File: src/rtl/dbgrc_pkg.sv
package dbgrc_pkg;

  localparam int REG_W = 8;

  // control register bit positions
  localparam int CTL_HALT   = 0;
  localparam int CTL_RUN    = 1;
  localparam int CTL_STEP   = 2;
  localparam int CTL_SWBRK  = 3;
  localparam int CTL_FRZ    = 4;
  localparam int CTL_RSTBRK = 5;
  localparam int CTL_CPURST = 6;

  // status register bit positions
  localparam int ST_HALTED  = 0;
  localparam int ST_PUC     = 1;
  localparam int ST_SWBRK   = 3;
  localparam int ST_HW_BASE = 4;

  typedef enum logic [1:0] {
    RC_RUN    = 2'd0,
    RC_HALTED = 2'd1,
    RC_STEP   = 2'd2
  } rc_state_e;

  // bits of the control register that hold state
  function automatic logic [REG_W-1:0] ctl_store_mask();
    logic [REG_W-1:0] m;
    m = '0;
    m[CTL_SWBRK]  = 1'b1;
    m[CTL_FRZ]    = 1'b1;
    m[CTL_RSTBRK] = 1'b1;
    m[CTL_CPURST] = 1'b1;
    return m;
  endfunction

  // bits of the status register that are sticky pending flags
  function automatic logic [REG_W-1:0] pend_mask(input int nhw);
    logic [REG_W-1:0] m;
    m = '0;
    m[ST_PUC]   = 1'b1;
    m[ST_SWBRK] = 1'b1;
    for (int i = 0; i < nhw; i++) m[ST_HW_BASE+i] = 1'b1;
    return m;
  endfunction

endpackage

File: src/rtl/dbgrc_sync.sv
module dbgrc_sync #(
  parameter int STAGES = 2
) (
  input  logic clk,
  input  logic rst_n,
  input  logic d_async,
  output logic q_sync
);
  logic [STAGES-1:0] chain;

  always_ff @(posedge clk or negedge rst_n) begin
    if (!rst_n) chain <= '0;
    else        chain <= {chain[STAGES-2:0], d_async};
  end

  assign q_sync = chain[STAGES-1];
endmodule

File: src/rtl/dbgrc_opdet.sv
module dbgrc_opdet #(
  parameter int              OPC_W      = 16,
  parameter logic [OPC_W-1:0] BRK_OPCODE = 16'h4343
) (
  input  logic             fetch_valid,
  input  logic [OPC_W-1:0] fetch_opcode,
  input  logic             detect_en,
  output logic             hit
);
  assign hit = fetch_valid && detect_en && (fetch_opcode == BRK_OPCODE);
endmodule

File: src/rtl/dbgrc_regs.sv
module dbgrc_regs
  import dbgrc_pkg::*;
#(
  parameter int   NUM_HWBRK      = 2,
  parameter logic RSTBRK_DEFAULT = 1'b0
) (
  input  logic                 clk,
  input  logic                 rst_n,
  input  logic                 en,
  input  logic                 reg_wr,
  input  logic                 reg_sel,
  input  logic [REG_W-1:0]     reg_wdata,
  output logic [REG_W-1:0]     reg_rdata,
  input  logic                 swbrk_hit,
  input  logic [NUM_HWBRK-1:0] hwbrk_hit,
  input  logic                 puc_event,
  input  logic                 halted,
  output logic                 cfg_swbrk_en,
  output logic                 cfg_frz_en,
  output logic                 cfg_rstbrk_en,
  output logic                 cfg_cpu_rst,
  output logic                 cmd_halt,
  output logic                 cmd_run,
  output logic                 cmd_step
);
  localparam logic [REG_W-1:0] CTL_MASK  = ctl_store_mask();
  localparam logic [REG_W-1:0] PND_MASK  = pend_mask(NUM_HWBRK);
  localparam logic [REG_W-1:0] CTL_RESET = REG_W'(RSTBRK_DEFAULT) << CTL_RSTBRK;

  logic [REG_W-1:0] ctl_q;
  logic [REG_W-1:0] pnd_q;
  logic             ctl_wr, st_wr;
  logic             rst_rise;
  logic [REG_W-1:0] pnd_set, pnd_clr;

  assign ctl_wr   = reg_wr && !reg_sel;
  assign st_wr    = reg_wr &&  reg_sel;
  assign cmd_halt = ctl_wr && reg_wdata[CTL_HALT];
  assign cmd_run  = ctl_wr && reg_wdata[CTL_RUN];
  assign cmd_step = ctl_wr && reg_wdata[CTL_STEP];
  assign rst_rise = ctl_wr && reg_wdata[CTL_CPURST] && !ctl_q[CTL_CPURST];

  always_comb begin
    pnd_set = '0;
    pnd_set[ST_PUC]   = puc_event || rst_rise;
    pnd_set[ST_SWBRK] = swbrk_hit;
    for (int i = 0; i < NUM_HWBRK; i++) pnd_set[ST_HW_BASE+i] = hwbrk_hit[i];
    pnd_clr = st_wr ? (reg_wdata & PND_MASK) : '0;
  end

  always_ff @(posedge clk or negedge rst_n) begin
    if (!rst_n) begin
      ctl_q <= CTL_RESET;
      pnd_q <= '0;
    end else if (!en) begin
      ctl_q <= CTL_RESET;
      pnd_q <= '0;
    end else begin
      if (ctl_wr) ctl_q <= reg_wdata & CTL_MASK;
      pnd_q <= ((pnd_q & ~pnd_clr) | pnd_set) & PND_MASK;
    end
  end

  assign cfg_swbrk_en  = ctl_q[CTL_SWBRK];
  assign cfg_frz_en    = ctl_q[CTL_FRZ];
  assign cfg_rstbrk_en = ctl_q[CTL_RSTBRK];
  assign cfg_cpu_rst   = ctl_q[CTL_CPURST];

  always_comb begin
    if (reg_sel) begin
      reg_rdata            = pnd_q;
      reg_rdata[ST_HALTED] = halted;
    end else begin
      reg_rdata = ctl_q;
    end
  end

  // a pending flag only drops after a write of 1 to it
  for (genvar b = 0; b < REG_W; b++) begin : g_pnd_chk
    if (PND_MASK[b]) begin : g_on
      a_r9_sticky_pending: assert property (@(posedge clk) disable iff (!rst_n || !en)
        ($fell(pnd_q[b]) && $past(en)) |-> $past(st_wr && reg_wdata[b]));
    end
  end

  // the core reset bit holds while no control write occurs
  a_r11_reset_holds: assert property (@(posedge clk) disable iff (!rst_n || !en)
    (cfg_cpu_rst && !ctl_wr) |=> cfg_cpu_rst);
endmodule

File: src/rtl/dbgrc_seq.sv
module dbgrc_seq
  import dbgrc_pkg::*;
(
  input  logic clk,
  input  logic rst_n,
  input  logic en,
  input  logic cmd_halt,
  input  logic cmd_run,
  input  logic cmd_step,
  input  logic brk_evt,
  input  logic puc_brk,
  input  logic insn_boundary,
  output logic halted
);
  rc_state_e st_q, st_nx;
  logic      pend_q, pend_nx;
  logic      want_stop;

  assign want_stop = pend_q || cmd_halt || brk_evt;

  always_comb begin
    st_nx   = st_q;
    pend_nx = pend_q;
    case (st_q)
      RC_RUN: begin
        if (puc_brk || (want_stop && insn_boundary)) begin
          st_nx   = RC_HALTED;
          pend_nx = 1'b0;
        end else begin
          pend_nx = want_stop;
        end
      end
      RC_HALTED: begin
        pend_nx = 1'b0;
        if (cmd_halt)      st_nx = RC_HALTED;
        else if (cmd_step) st_nx = RC_STEP;
        else if (cmd_run)  st_nx = RC_RUN;
      end
      RC_STEP: begin
        pend_nx = 1'b0;
        if (puc_brk || insn_boundary) st_nx = RC_HALTED;
      end
      default: begin
        st_nx   = RC_RUN;
        pend_nx = 1'b0;
      end
    endcase
  end

  always_ff @(posedge clk or negedge rst_n) begin
    if (!rst_n) begin
      st_q   <= RC_RUN;
      pend_q <= 1'b0;
    end else if (!en) begin
      st_q   <= RC_RUN;
      pend_q <= 1'b0;
    end else begin
      st_q   <= st_nx;
      pend_q <= pend_nx;
    end
  end

  assign halted = (st_q == RC_HALTED);

  // halting happens only at a boundary or through break-on-reset
  a_r4_halt_at_boundary: assert property (@(posedge clk) disable iff (!rst_n || !en)
    $rose(halted) |-> $past(insn_boundary || puc_brk));

  // a step from the stopped state releases the core
  a_r6_step_releases: assert property (@(posedge clk) disable iff (!rst_n || !en)
    (halted && cmd_step && !cmd_halt) |=> !halted);

  // stop wins over resume and step while stopped
  a_r5_halt_priority: assert property (@(posedge clk) disable iff (!rst_n || !en)
    (halted && cmd_halt) |=> halted);
endmodule

File: src/rtl/dbgrc_top.sv
module dbgrc_top
  import dbgrc_pkg::*;
#(
  parameter int   NUM_HWBRK      = 2,
  parameter int   SYNC_STAGES    = 2,
  parameter int   OPC_W          = 16,
  parameter logic [OPC_W-1:0] BRK_OPCODE = 16'h4343,
  parameter logic RSTBRK_DEFAULT = 1'b0
) (
  input  logic                 clk,
  input  logic                 rst_n,
  input  logic                 dbg_enable,
  input  logic                 reg_wr,
  input  logic                 reg_sel,
  input  logic [REG_W-1:0]     reg_wdata,
  output logic [REG_W-1:0]     reg_rdata,
  input  logic                 fetch_valid,
  input  logic [OPC_W-1:0]     fetch_opcode,
  input  logic [NUM_HWBRK-1:0] hwbrk_hit,
  input  logic                 puc_event,
  input  logic                 insn_boundary,
  output logic                 cpu_halt,
  output logic                 cpu_reset,
  output logic                 dbg_freeze
);
  logic en_s;
  logic cfg_swbrk_en, cfg_frz_en, cfg_rstbrk_en, cfg_cpu_rst;
  logic cmd_halt, cmd_run, cmd_step;
  logic swbrk_hit, brk_evt, puc_brk, halted;

  dbgrc_sync #(.STAGES(SYNC_STAGES)) u_sync (
    .clk(clk), .rst_n(rst_n), .d_async(dbg_enable), .q_sync(en_s)
  );

  dbgrc_opdet #(.OPC_W(OPC_W), .BRK_OPCODE(BRK_OPCODE)) u_opdet (
    .fetch_valid(fetch_valid), .fetch_opcode(fetch_opcode),
    .detect_en(cfg_swbrk_en && en_s), .hit(swbrk_hit)
  );

  assign brk_evt = swbrk_hit || (|hwbrk_hit);
  assign puc_brk = puc_event && cfg_rstbrk_en;

  dbgrc_regs #(.NUM_HWBRK(NUM_HWBRK), .RSTBRK_DEFAULT(RSTBRK_DEFAULT)) u_regs (
    .clk(clk), .rst_n(rst_n), .en(en_s),
    .reg_wr(reg_wr), .reg_sel(reg_sel), .reg_wdata(reg_wdata), .reg_rdata(reg_rdata),
    .swbrk_hit(swbrk_hit), .hwbrk_hit(hwbrk_hit), .puc_event(puc_event), .halted(halted),
    .cfg_swbrk_en(cfg_swbrk_en), .cfg_frz_en(cfg_frz_en),
    .cfg_rstbrk_en(cfg_rstbrk_en), .cfg_cpu_rst(cfg_cpu_rst),
    .cmd_halt(cmd_halt), .cmd_run(cmd_run), .cmd_step(cmd_step)
  );

  dbgrc_seq u_seq (
    .clk(clk), .rst_n(rst_n), .en(en_s),
    .cmd_halt(cmd_halt), .cmd_run(cmd_run), .cmd_step(cmd_step),
    .brk_evt(brk_evt), .puc_brk(puc_brk), .insn_boundary(insn_boundary),
    .halted(halted)
  );

  assign cpu_halt   = halted;
  assign cpu_reset  = cfg_cpu_rst;
  assign dbg_freeze = halted && cfg_frz_en;

  // a power-up-clear is always recorded
  a_r10_puc_recorded: assert property (@(posedge clk) disable iff (!rst_n || !en_s)
    puc_event |=> u_regs.pnd_q[ST_PUC]);

  // with break-on-reset set, a power-up-clear stops the core at once
  a_r10_puc_halts: assert property (@(posedge clk) disable iff (!rst_n || !en_s)
    (puc_event && cfg_rstbrk_en) |=> cpu_halt);

  // freeze never shows while the core runs
  a_r12_freeze_only_halted: assert property (@(posedge clk) disable iff (!rst_n)
    dbg_freeze |-> cpu_halt);
endmodule

File: config.mk
export PLATFORM = sky130hd
export DESIGN_NAME = dbgrc_top
export DESIGN_NICKNAME = d
export VERILOG_FILES = /design/src/rtl/dbgrc_pkg.sv /design/src/rtl/dbgrc_sync.sv /design/src/rtl/dbgrc_opdet.sv /design/src/rtl/dbgrc_regs.sv /design/src/rtl/dbgrc_seq.sv /design/src/rtl/dbgrc_top.sv
export SDC_FILE = /design/constraint.sdc
export NUM_CORES = 1
export LEC_CHECK = 0
export BUFFER_PORTS_ARGS = -buffer_cell sky130_fd_sc_hd__buf_2
export CAP_MARGIN = 20
export CORE_MARGIN = 2
export CORE_UTILIZATION = 45
export CTS_CLUSTER_DIAMETER = 200
export DETAILED_ROUTE_END_ITERATION = 8
export GPL_TIMING_DRIVEN = 0
export PLACE_DENSITY = 0.85
export SLEW_MARGIN = 20
export SYNTH_ARGS = -nofsm -noshare
export SYNTH_HDL_FRONTEND = slang
export SYNTH_SLANG_ARGS = --single-unit
File: constraint.sdc
create_clock -name clk -period 2.5 [get_ports clk]
set_clock_uncertainty 0.2 [all_clocks]
set_input_delay 0.375 -clock clk [delete_from_list [all_inputs] [get_ports clk]]
set_output_delay 0.375 -clock clk [all_outputs]
set_load 0.05 [all_outputs]
==> impl_metrics.toml, run 1 <==
[worst_setup_path]
reg2regPathDepth = 3
r2r_slack_ns = 1.05
worst_setup_path_start_kind = "register"
cp-end-kind = "primary output"
worstSetupStartpoint = "u_seq.st_q[1]$_DFFE_PN0P_"
crit_required_ns = 1.92
crit_fanout = 5
crit_type = "reg2out"
timing.rr.start = "u_sync.chain[1]$_DFF_PN0_"
critPathArrivalTime_ns = 1.46
worstReg2RegEnd = "u_seq.st_q[0]$_DFFE_PN0P_"

[sta]
finalSetupTns_ns = 0
fin_crit_ns = 2.03
rsz0062_at_grt = "false"
hold_violations = 0
whs_ns = 0.155
period_share = 0.812
setup_violations = 0
slew_viol_final = 0
max_freq_mhz = 492

[drt]
drt_iter0_markers = 13
finalWirelength_mm = 1.89
ant_nets = 0
via_per_inst = 5.38
wire_per_inst_um = 13.3
dr_total_vias = 764
drtPass1Iterations = 4
drc = 0

[floorplanning]
num_io_pins = 45
die_h_um = 45.3
start_util = 0.492
dieWidth_um = 45.3
dieArea_um2 = 2050
row_count = 14
core_um2 = 1560

[synth]
yosysSeqAreaShare = 0.424
synth_area_um2 = 767
synth.distinct_cells = 30
netlist_instances = 78
ys.flop_type = "dfrtp_1"
avgSynthCellArea_um2 = 9.83
yosysWarnings = 0
synth-seq-cells = 13
synth_edf_count = 0
synthArstFlopShare = 1.00

[finish]
antenna_cells = 0
syn2layout_area_growth_pct = 35.9
layout_commonest_cell = "buf_2"
final_nets = 161
drive_above_1_share = 0.444
final_cell_area_um2 = 1040
final_cell_mix = "42 x buf_2, 13 x dfrtp_1, 9 x nor2b_1"
final_core_util = 0.669

[min_path]
hp-start = "u_sync.chain[0]$_DFF_PN0_"
min_path_type = "reg2reg"
worstHoldPathCells = 0
min_to = "u_sync.chain[1]$_DFF_PN0_"

[pwr]
p_switching_mw = 0.170
powerDensity_nw_per_um2 = 492
pwr-share-comb = 0.296
switching_share = 0.332
p_seq_frac = 0.450
p_clk_frac = 0.254
leakage_nw = 0.525
irDropWorstVdd_uv = 370
p_int_mw = 0.342
p_total_mw = 0.512

[cts]
ctsHoldBuffers = 1
post_cts_buffers = 0
cts_buffers = 3
cts_buffer_depth = 2
cts_resized = 0
cts_tree = "yes"
htreeDepth = 1
cts.sinks = 13
cts_root_buf = "clkbuf_4"
clk_pin_slew_worst_paths_ns = 0.08
clock_latency_ns = 0.28

[placement]
dp_hpwl_mm = 1.49
post_dp_cell_area_um2 = 996
io_buffers = 41
place_congestion = 0.791

[global_routing]
grt_pass1_wl_mm = 3.13
grt_pass1_vias = 771
grt_overflow = 0
antenna_found_initial = 0
grt_usage = 0.217
grt_max_degree = 14

[run]
cap_violations = 0

[outcome]
status = "complete, no violations"
layout make-up:
cell class                 instances  area, µm²
fill                             133        517
multi-input combinational         60        402
sequential                        13        325
timing repair buffer              43        225
buffer                             5       40.0
clock buffer                       4       26.3
tap                               16       20.0
inverter                           1       3.75
logic make-up (layout without fill, tap and decap cells):
kind of cell / count (synthesis) / in the layout / share of synthesized area
DFF: 13 / 13 / 0.424
other: 1 / 2 / 0.00489
buffers and inverters: 6 / 53 / 0.0571
and+or+nand+nor: 39 / 39 / 0.313
muxes: 6 / 6 / 0.0832
AOI/OAI and AO/OA: 13 / 13 / 0.117
stage by stage:
step           worst slack [ns]  cells
4_1_cts                   0.471    141
2_1_floorplan             0.162     79
6_report                  0.469    142
5_1_grt                   0.381    142
3_3_place_gp              0.667    136
3_5_place_dp              0.650    136
worst max-delay path, stage by stage, from the launching register on:
cell and delay (ns):
dfrtp_1 0.44, nor2b_1 0.31, and2_1 0.17, buf_2 0.25
registers in the layout (all words and copies together), names as in the netlist:
name / flops
u_seq.pend_q: 1
u_regs.ctl_q: 4
u_regs.pnd_q: 4
u_seq.st_q: 2
u_sync.chain: 2
power groups by stage:
stage                     logic [mW]  clock network [mW]  registers, mW
after floorplan               0.0943                   0          0.235
after global placement         0.146                   0          0.234
after detailed placement       0.149                   0          0.235
after CTS                      0.150               0.133          0.231
after global routing           0.164               0.141          0.233
final                          0.151               0.130          0.231
layer usage:
metal,GRT usage,vias to the layer above,share of wire
met1,0.251,355,0.39
met3,0.0600,6,0.078
met5,0,-,0
met4,0.100,0,0.021
li1,-,369,-
met2,0.369,34,0.51
cells in the mapped netlist (2+ instances only):
library cell	count	area, µm²
a21boi_1	3	22.5
a21oi_1	4	20.0
and2_1	3	18.8
buf_4	2	15.0
dfrtp_1	13	325
mux2_2	3	33.8
mux2i_1	3	30.0
nand2_1	8	30.0
nand3_1	5	25.0
nand4_1	2	12.5
nor2_1	2	7.51
nor2b_1	9	56.3
nor3_1	4	20.0
how the worst max path moves through the flow:
stage,end,slack [ns],cells after the start
floorplan,dbg_freeze,0.16,2
global placement,reg_rdata[3],0.67,4
detailed placement,reg_rdata[3],0.65,4
CTS,dbg_freeze,0.47,3
global route,dbg_freeze,0.38,3
finish,dbg_freeze,0.47,3
(Power assumes the default switching activity.)
==> run 2: changes to the inputs <==
Settings changed: ABC_AREA from default to 1, CORE_UTILIZATION 45 to 42, PLACE_DENSITY 0.85 to 0.81.
Clock period 2.5 ns to 1.95 ns, I/O delays scaled along.
==> impl_metrics.toml, run 2 <==
[sta]
hold_violations = 0
setup_violations = 0
max_freq_mhz = 587
whs_ns = 0.0647
rsz0062_at_grt = "false"
period_share = 0.874
slew_viol_final = 0
fin_crit_ns = 1.70

[floorplanning]
die_h_um = 46.7
dieArea_um2 = 2180
row_count = 15
core_um2 = 1730
dieWidth_um = 46.7
num_io_pins = 45
start_util = 0.443

[synth]
synth_top_family_by_area = "simple AND/OR/NAND/NOR gates"
yosysWarnings = 0
ys_top_cells_by_count = "23 x nand2_1, 18 x inv_1, 13 x dfrtp_1, 13 x nand3_1, 12 x nor2_1"
yosysSeqAreaShare = 0.426
synth-seq-cells = 13
synth.top_cells.by_area = "dfrtp_1 43%, nand2_1 11%, inv_1 8.8%"
synth_compound_area_frac = 0.105
synth_edf_count = 0
synth.area.mux_share = 0
synthArstFlopShare = 1.00
yosys.area.top_type = "dfrtp_1"
yosys.area_share.simple = 0.327
ys.flop_type = "dfrtp_1"
synth.distinct_cells = 20
synth_area_um2 = 764
netlist_instances = 109
synth.most_common_cell = "nand2_1"
synthXorXnorAreaFrac = 0
yosysTopAreaCellShare = 0.426
avgSynthCellArea_um2 = 7.01
yosys.area_share.adder = 0

[drt]
drc = 0
drtPass1Iterations = 4
drt_iter0_markers = 12
finalWirelength_mm = 1.85
wire_per_inst_um = 10.2
wl_met3_um = 204
wl_met2_um = 834
dr_total_vias = 873
via_per_inst = 4.80
top_layer_used = "met4"
ant_nets = 0
met1_length_um = 798

[finish]
multi_input_area_um2 = 338
fin_cells = 182
fillers = 180
drive_above_1_share = 0.344
layout_commonest_cell = "buf_2"
reg_top3 = "u_regs.ctl_q (4), u_regs.pnd_q (4)"
final_nets = 192
syn2layout_area_growth_pct = 37.5
regArea_um2 = 325
final_cell_area_um2 = 1050
antenna_cells = 0
final_cell_mix = "41 x buf_2, 23 x nand2_1, 18 x inv_1"

[pwr]
irDropWorstVdd_uv = 353
powerDensity_nw_per_um2 = 636
p_total_mw = 0.668
leakage_nw = 0.604

[placement]
io_buffers = 41
place_congestion = 0.798
numPlacedInstances = 176
dp_hpwl_mm = 1.50
post_dp_cell_area_um2 = 1000

[outcome]
status = "complete, no violations"

[worst_setup_path]
crit_type = "reg2out"
worst_setup_path_start_kind = "register"
crit_fanout = 3
crit_required_ns = 1.46
cp-end-kind = "primary output"
critPathArrivalTime_ns = 1.21

[global_routing]
grt_pass1_vias = 712
grt_pass1_wl_mm = 2.90
antenna_found_initial = 0
grt_usage = 0.191
grt_overflow = 0
grt_max_degree = 14

[cts]
cts_buffer_depth = 2
cts_root_buf = "clkbuf_4"
clk_pin_slew_worst_paths_ns = 0.08
cts_tree = "yes"
cts_resized = 0
clock_latency_ns = 0.26
htreeDepth = 1
cts_buffers = 3
cts.sinks = 13
post_cts_buffers = 0

[min_path]
min_path_type = "in2reg"

[run]
cap_violations = 0
[run 2: metrics by stage]
step	util	setup TNS, ns	worst slack, ns
2_1_floorplan	-	-0.386	-0.129
6_report	0.609	0	0.246
3_3_place_gp	0.582	0	0.277
3_5_place_dp	0.582	0	0.271
5_1_grt	0.609	0	0.158
4_1_cts	0.609	0	0.239
[run 2: area by class of cell]
cell class,count,area share
Clock buffer,4,0.0250
Multi-Input combinational cell,73,0.321
Tap cell,25,0.0298
Buffer,4,0.0286
Sequential cell,13,0.310
Inverter,20,0.0714
Timing Repair Buffer,43,0.214
[run 2: cells by family (layout without fill, tap and decap cells)]
| family | after synthesis | count (layout) |
|---|---|---|
| AND/OR/NAND/NOR | 56 | 56 |
| buffers and inverters | 24 | 71 |
| other | 1 | 2 |
| flip-flops | 13 | 13 |
| AO/OA/AOI/OAI | 15 | 15 |
[run 2: repair_timing]
action | CTS | global route
hold buffers | 2 | 0
endpoints found under the setup margin | 0 | 0
endpoints found under the hold margin | 14 | 0
[run 2: where the power goes]
| group | switching (mW) | internal, mW |
|---|---|---|
| clock | 0.0799 | 0.0791 |
| combinational | 0.143 | 0.0686 |
| sequential | 0.00940 | 0.288 |
| total | 0.233 | 0.436 |
[run 2: final timing paths]
check                                     startpoint                   endpoint  slack [ns]  cells after the start
min reg2reg                u_sync.chain[0]$_DFF_PN0_  u_sync.chain[1]$_DFF_PN0_        0.16                      0
min                                     hwbrk_hit[1]  u_regs.pnd_q[5]$_DFF_PN0_        0.06                      3
max in group asynchronous                      rst_n  u_regs.pnd_q[1]$_DFF_PN0_        1.09                      2
max reg2reg                u_sync.chain[1]$_DFF_PN0_  u_seq.st_q[0]$_DFFE_PN0P_        0.57                     11
max                        u_seq.st_q[1]$_DFFE_PN0P_                 dbg_freeze        0.25                      4
min in group asynchronous                      rst_n  u_seq.st_q[1]$_DFFE_PN0P_        0.23                      2
[run 2: routing by layer]
metal  global-route usage  vias to the layer above
met1                0.254                      386
met2                0.319                       50
met4               0.0667                        0
met5                    0                        -
li1                     -                      435
met3               0.0235                        2
[run 2: critical path, stage by stage (launching register included)]
cell	delay, ns
dfrtp_1	0.41
inv_1	0.09
nand2_1	0.08
nor2_1	0.10
buf_2	0.27
